==> config.mk <==
export PLATFORM = sky130hd
export DESIGN_NAME = frame_delay_timer
export DESIGN_NICKNAME = d
export VERILOG_FILES = /design/src/rtl/fdt_pkg.sv /design/src/rtl/fdt_sync_ctrl.sv /design/src/rtl/fdt_count_path.sv /design/src/rtl/frame_delay_timer.sv
export SDC_FILE = /design/constraint.sdc
export NUM_CORES = 1
export LEC_CHECK = 0
export ABC_AREA = 1
export BUFFER_PORTS_ARGS = -buffer_cell sky130_fd_sc_hd__buf_2
export CAP_MARGIN = 20
export CORE_MARGIN = 2
export CORE_UTILIZATION = 50
export CTS_CLUSTER_DIAMETER = 150
export DETAILED_ROUTE_END_ITERATION = 6
export PLACE_DENSITY = 0.76
export SLEW_MARGIN = 40
export SYNTH_ARGS = -nofsm -noshare
export SYNTH_HDL_FRONTEND = slang
export SYNTH_SLANG_ARGS = --single-unit
export TNS_END_PERCENT = 30
==> constraint.sdc <==
create_clock -name clk -period 1.6 [get_ports clk]
set_input_delay 0.32 -clock clk [delete_from_list [all_inputs] [get_ports clk]]
set_output_delay 0.32 -clock clk [all_outputs]
set_load 0.05 [all_outputs]
==> src/rtl/fdt_pkg.sv <==
package fdt_pkg;
  // Strobes from the control unit to the counting datapath
  typedef struct packed {
    logic restart;  // clear counter to zero
    logic advance;  // increment counter
    logic raise;    // set frame-start level
    logic drop;     // clear frame-start level
  } fdtStrobe_t;
endpackage

==> src/rtl/fdt_sync_ctrl.sv <==
module fdt_sync_ctrl #(
  parameter int SYNC_STAGES = 2
) (
  input  logic               clk,
  input  logic               rstN,
  input  logic               trigIn,
  input  logic               atDelay,
  input  logic               atPeriod,
  output fdt_pkg::fdtStrobe_t strobe,
  output logic               running,
  output logic               trigEdge
);
  logic [SYNC_STAGES-1:0] syncReg;
  logic                   syncPrev;
  logic                   syncOut;

  // Synchroniser chain, length picked by parameter
  always_ff @(posedge clk or negedge rstN) begin
    if (!rstN) syncReg[0] <= 1'b0;
    else       syncReg[0] <= trigIn;
  end

  for (genvar i = 1; i < SYNC_STAGES; i++) begin : g_sync
    always_ff @(posedge clk or negedge rstN) begin
      if (!rstN) syncReg[i] <= 1'b0;
      else       syncReg[i] <= syncReg[i-1];
    end
  end

  assign syncOut = syncReg[SYNC_STAGES-1];

  always_ff @(posedge clk or negedge rstN) begin
    if (!rstN) syncPrev <= 1'b0;
    else       syncPrev <= syncOut;
  end

  assign trigEdge = syncOut & ~syncPrev;

  // Run flag: set by trigger edge, cleared when the period match stops the count
  always_ff @(posedge clk or negedge rstN) begin
    if (!rstN)                    running <= 1'b0;
    else if (trigEdge)            running <= 1'b1;
    else if (running && atPeriod) running <= 1'b0;
  end

  always_comb begin
    strobe.restart = trigEdge;
    strobe.advance = running & ~atPeriod & ~trigEdge;
    strobe.raise   = running & atDelay & ~atPeriod;
    strobe.drop    = trigEdge | (running & atPeriod);
  end
endmodule

==> src/rtl/fdt_count_path.sv <==
module fdt_count_path #(
  parameter int CNT_W = 16
) (
  input  logic                clk,
  input  logic                rstN,
  input  fdt_pkg::fdtStrobe_t strobe,
  input  logic [CNT_W-1:0]    delayCount,
  input  logic [CNT_W-1:0]    periodCount,
  output logic [CNT_W-1:0]    count,
  output logic                atDelay,
  output logic                atPeriod,
  output logic                frameStart
);
  localparam logic [CNT_W-1:0] ONE = CNT_W'(1);

  always_ff @(posedge clk or negedge rstN) begin
    if (!rstN)               count <= '0;
    else if (strobe.restart) count <= '0;
    else if (strobe.advance) count <= count + ONE;
  end

  assign atDelay  = (count == delayCount);
  assign atPeriod = (count == periodCount);

  // Drop has priority over raise
  always_ff @(posedge clk or negedge rstN) begin
    if (!rstN)             frameStart <= 1'b0;
    else if (strobe.drop)  frameStart <= 1'b0;
    else if (strobe.raise) frameStart <= 1'b1;
  end
endmodule

==> src/rtl/frame_delay_timer.sv <==
module frame_delay_timer #(
  parameter int CNT_W       = 16,
  parameter int SYNC_STAGES = 2
) (
  input  logic             clk,
  input  logic             rstN,
  input  logic             trigIn,
  input  logic [CNT_W-1:0] delayCount,
  input  logic [CNT_W-1:0] periodCount,
  output logic             frameStart
);
  fdt_pkg::fdtStrobe_t strobe;
  logic                atDelay;
  logic                atPeriod;
  logic                running;
  logic                trigEdge;
  logic [CNT_W-1:0]    count;

  fdt_sync_ctrl #(.SYNC_STAGES(SYNC_STAGES)) u_ctrl (
    .clk      (clk),
    .rstN     (rstN),
    .trigIn   (trigIn),
    .atDelay  (atDelay),
    .atPeriod (atPeriod),
    .strobe   (strobe),
    .running  (running),
    .trigEdge (trigEdge)
  );

  fdt_count_path #(.CNT_W(CNT_W)) u_path (
    .clk         (clk),
    .rstN        (rstN),
    .strobe      (strobe),
    .delayCount  (delayCount),
    .periodCount (periodCount),
    .count       (count),
    .atDelay     (atDelay),
    .atPeriod    (atPeriod),
    .frameStart  (frameStart)
  );
endmodule

---- Yosys cells after proc, flatten, opt, wreduce, memory -nomap -nowiden ----
Index checks and enable logic that the tools add are counted.
operators by class
  add/sub/neg operators ................... 1
  multipliers ............................. 0
  div/mod/pow operators ................... 0
  $lt $le $gt $ge ......................... 0
  equal/unequal tests ..................... 2
  shifts and indexed selects .............. 0
  mux-type cells .......................... 6
  bitwise logic cells ..................... 10
  reduce and logical (&&, ||, !) cells .... 4
operators with widths
  kind                                            count
  == test 16 bit                                  2
  2-to-1 mux 16 bit                               2
  adder 16 x 1 -> 16 bit (second input constant)  1
  AND 1 bit                                       6
  nonzero test 2 bit                              3
  2-to-1 mux 1 bit                                4
  inverter 1 bit                                  3
  logical AND 1 bit                               1
  OR 1 bit                                        1
word-level totals
  register bits after elaboration ......... 21
  bits in latches ......................... 0
  bits in writable memories ............... 0
  memory bits (read-only) ................. 0
  input bits .............................. 35
  memories kept ........................... 0

---- Depth between registers and ports, before layout ----
  word-level depth ........................ 6
  mapped depth ............................ 13

---- Hierarchy ----
From an unflattened synthesis, not the netlist that was laid out.
second synthesis, totals
  cells, all modules ...................... 221
  area, all modules ....................... 1510.2 um^2
modules (own cells, without submodules)
  module          instances  cells each  area each (um^2)  sequential area each (um^2)
  fdt_count_path  1          204         1355.0            425.4
  fdt_sync_ctrl   1          17          155.1             100.1

---- Worst setup path after synthesis ----
Ideal clock, no wire load.
  kind .................................... register -> register
  start point ............................. register u_path.count[2]
  end point ............................... register u_path.count[6]
  arrival ................................. 1.348 ns
  data required time ...................... 1.483 ns
  path slack .............................. 0.135 ns
  stages on the path, launching flop included .. 13
  period minus slack after synthesis ...... 1.465 ns
  cell sequence ........................... dfrtp_1 > buf_4 > nand2_1 > nand2_1 > nor2_1 > nand2_1 > nor2_2 > nand2_4 > nand2_4 > nand2_4 > buf_6 > nand2_1 > nand2_1
on the way
  longest elaborated chain between the ends .. 5
  elaborated cells on any way between the ends .. 8
  classes of those cells .................. add/sub: 1; eq/ne: 1; mux: 2; bitwise: 3; reduce/logical: 1
ends and longest elaborated chain
  item                                                                            RTL line              source
  start: declaration                                                              fdt_count_path.sv:9   output logic [CNT_W-1:0] count,
  start signal: assignment                                                        fdt_count_path.sv:19  else if (strobe.advance) count <= count + ONE;
  parallel branches: the longest is 5 deep, another holds adder 16 x 1 -> 16 bit  n/a
Several ways; the timed one is not identified. The select of a mux whose other input is x is not followed.
A chain may end at the register's enable or synchronous reset.

---- Worst setup path after layout ----
  start point ............................. register u_path.count[1]
  end point ............................... register u_path.count[8]
The elaborated chain is that of the path after synthesis.

==> summary.txt <==
GP Congestion = 0.891
drt total wl = 4350 um
gr ovfl total = 0
synthesis-stage register bit count = 21
CTS Buf Count = 3
reg2reg setup slack = 0.08 ns
Slew HR = 67.9%
Startpoint Class = register
final critical-path share of the clock period = 94.9%
HPWL after DPL = 3300 um
antenna-violating nets left = 0
multi-input logic area = 1080 sq um
status = finished clean
vias in the first global route = 1,756
Boundary Pins = 36
synthesized cell area = 1850 sq um
Sinks on Clock Net = 21
Synth top area share = 28.4%
Worst Setup SP = u_path.count[1]
R2R Path End = u_path.count[8]
Max Freq = 658 MHz
CP cell instances = ha_2 > inv_1 > nor2_4 > nand2_1 > xor2_1 > inv_1 > nand4_1 > o21ai_0
critical path arrival = 1.67 ns
clk_lat worst skew = 0.26 ns
first-pass GRT wire length = 7560 um
CP most frequent cell = inv_1
share of cells above drive strength 1 = 23.1%
Syn. warnings = 0
crit path to = u_path.count[8]
DRC Markers = 0
pin count of the biggest net entering global routing = 22
most frequent cells in the layout = nand2_1 (116), inv_1 (38), nor2_1 (38)
Port Buf Inserts = 35
hold slack = 0.00859 ns
syn_area_per_cell = 6.10 sq um
via count = 1,941
Crit-path slowest cell = dfrtp_2
CTS H-tree lvls = 1
Slew Limit Fails = 0
maxcap violations = 0
CTS tree = built
crit path capture type = register
critical path class = register to register
DIE HEIGHT = 64.8 um
area leader, netlist = dfrtp_1
Die Wd = 64.8 um
# diodes = 0
CP max stage delay = 0.42 ns
Syn Nets = 339
maximum clock insertion buffer count = 2
CP max FO = 5
RSZ-0062 raised after global routing = true
FF+latch area = 529 sq um
Root Buffer = clkbuf_8
first drt pass iteration count = 4
Fin Setup TNS = 0 ns
Core Region = 3610 sq um
post-synthesis sequential area ratio = 28.4%
gr usage total = 22.7%
Area growth syn-to-layout = 21.3%
reg2reg path depth = 8
synth top area cells = dfrtp_1 (28%), nand2_1 (24%), nor2_1 (8.5%)
most common cell after layout, fill and taps aside = nand2_1
vias per inst = 4.86
Row Count = 22
Fill cells = 341
min-delay worst type = primary input to asynchronous set/reset pin
Post-CTS Hold Buffers = 0
min cycle time layout = 1.52 ns
total die area = 4200 sq um
measured slew at the worst slew-check pin = 0.482 ns
Leakage = 1.21 nW
Cell variety after synth = 22
reg-to-reg startpoint = u_path.count[1]
Initial Utilization = 51.2%
Pwr Density = 640 nW/um^2
initial antenna violation count = 0
Fin. Hold Viols = 0
1st-iter DRT viols = 148
Wirelength per Cell = 10.9 um
Worst-path clk slew = 0.08 ns
# nets final = 388
Critical Path RT = 1.75 ns
clk_skew = 0.00714 ns
Final setup violation count = 0
VDD IR max = 661 uV
cell count after synthesis = 303
[critical path: cells and delay by family (launching register included)]
kind	cells	cell delay, ns
simple gates	3	0.34
compound gates	1	0.09
buf+inv	2	0.16
flops	1	0.42
fa+ha+maj	1	0.23
xor+xnor	1	0.18
[sequential cells by signal, summed over array words and instances, names as in the netlist]
| signal | flops |
|---|---|
| u_ctrl.running | 1 |
| u_ctrl.syncOut | 1 |
| u_ctrl.syncPrev | 1 |
| u_ctrl.syncReg | 1 |
| u_path.count | 16 |
| u_path.frameStart | 1 |
[metal layers]
metal  up-vias  share of wire [%]  GRT usage, %
li1       1005                  -             -
met1       855                 42          28.6
met2        71                 49          38.8
met3        10                6.5          3.82
met4         0                2.7          7.98
met5         -                  0             0
[how the worst min path moves through the flow]
stage                     start                 to  cells past startpoint
after floorplan            rstN     u_ctrl.running                      0
after global placement     rstN  u_path.frameStart                      1
after detailed placement   rstN    u_ctrl.syncPrev                      1
after CTS                  rstN    u_path.count[2]                      1
after global routing       rstN  u_path.frameStart                      1
final                      rstN    u_path.count[2]                      1
[cells in the mapped netlist]
master / n
o21ai_0: 4
nand2_1: 117
buf_2: 3
ha_1: 1
clkbuf_4: 1
nor2_4: 1
inv_2: 2
nor3_1: 4
xnor2_1: 10
buf_4: 7
nor2_1: 42
clkinv_1: 1
nand3_1: 22
inv_1: 40
nor2_2: 1
nand2_4: 3
dfrtp_1: 21
nand4_1: 7
dlygate4sd1_1: 1
a21oi_1: 1
buf_6: 3
xor2_1: 11
[what timing repair did]
action	CTS	global route
gates resized for setup	1	14
endpoints found under the setup margin	3	18
pin swaps	0	3
setup buffers	0	5
[per-stage QoR]
step	power, mW	utilization (%)	setup WS (ns)	cells	cell area, sq um
5_1_grt	1.53	62.2	-0.0218	399	2240
2_1_floorplan	0.916	-	0.135	303	1850
6_report	1.44	62.2	0.0812	399	2240
3_3_place_gp	1.04	58.8	-0.0675	390	2120
4_1_cts	1.40	60.2	0.0140	394	2170
3_5_place_dp	1.05	58.8	-0.0490	390	2120
[power breakdown]
part	internal [mW]	switching, mW	total [mW]	leakage, nW
clock network	0.173	0.176	0.349	0.0255
registers	0.575	0.0516	0.627	0.272
logic	0.214	0.246	0.459	0.914
[kinds of logic after synthesis]
group           after synthesis  share of synthesized area, %
compound gates                5                          1.35
simple gates                197                          44.5
fa+ha+maj                     1                         0.677
xor+xnor                     21                          9.95
flops                        21                          28.4
buf+inv                      58                          15.1
[final cells by class]
type                            count  share of cell area, %
Multi-Input combinational cell    224                   48.0
Clock inverter                      1                  0.223
Clock buffer                        3                   1.84
Sequential cell                    21                   23.6
Inverter                           43                   7.20
Tap cell                           48                   2.68
Timing Repair Buffer               59                   16.4
Note: power is estimated with default switching activity, not from simulation.
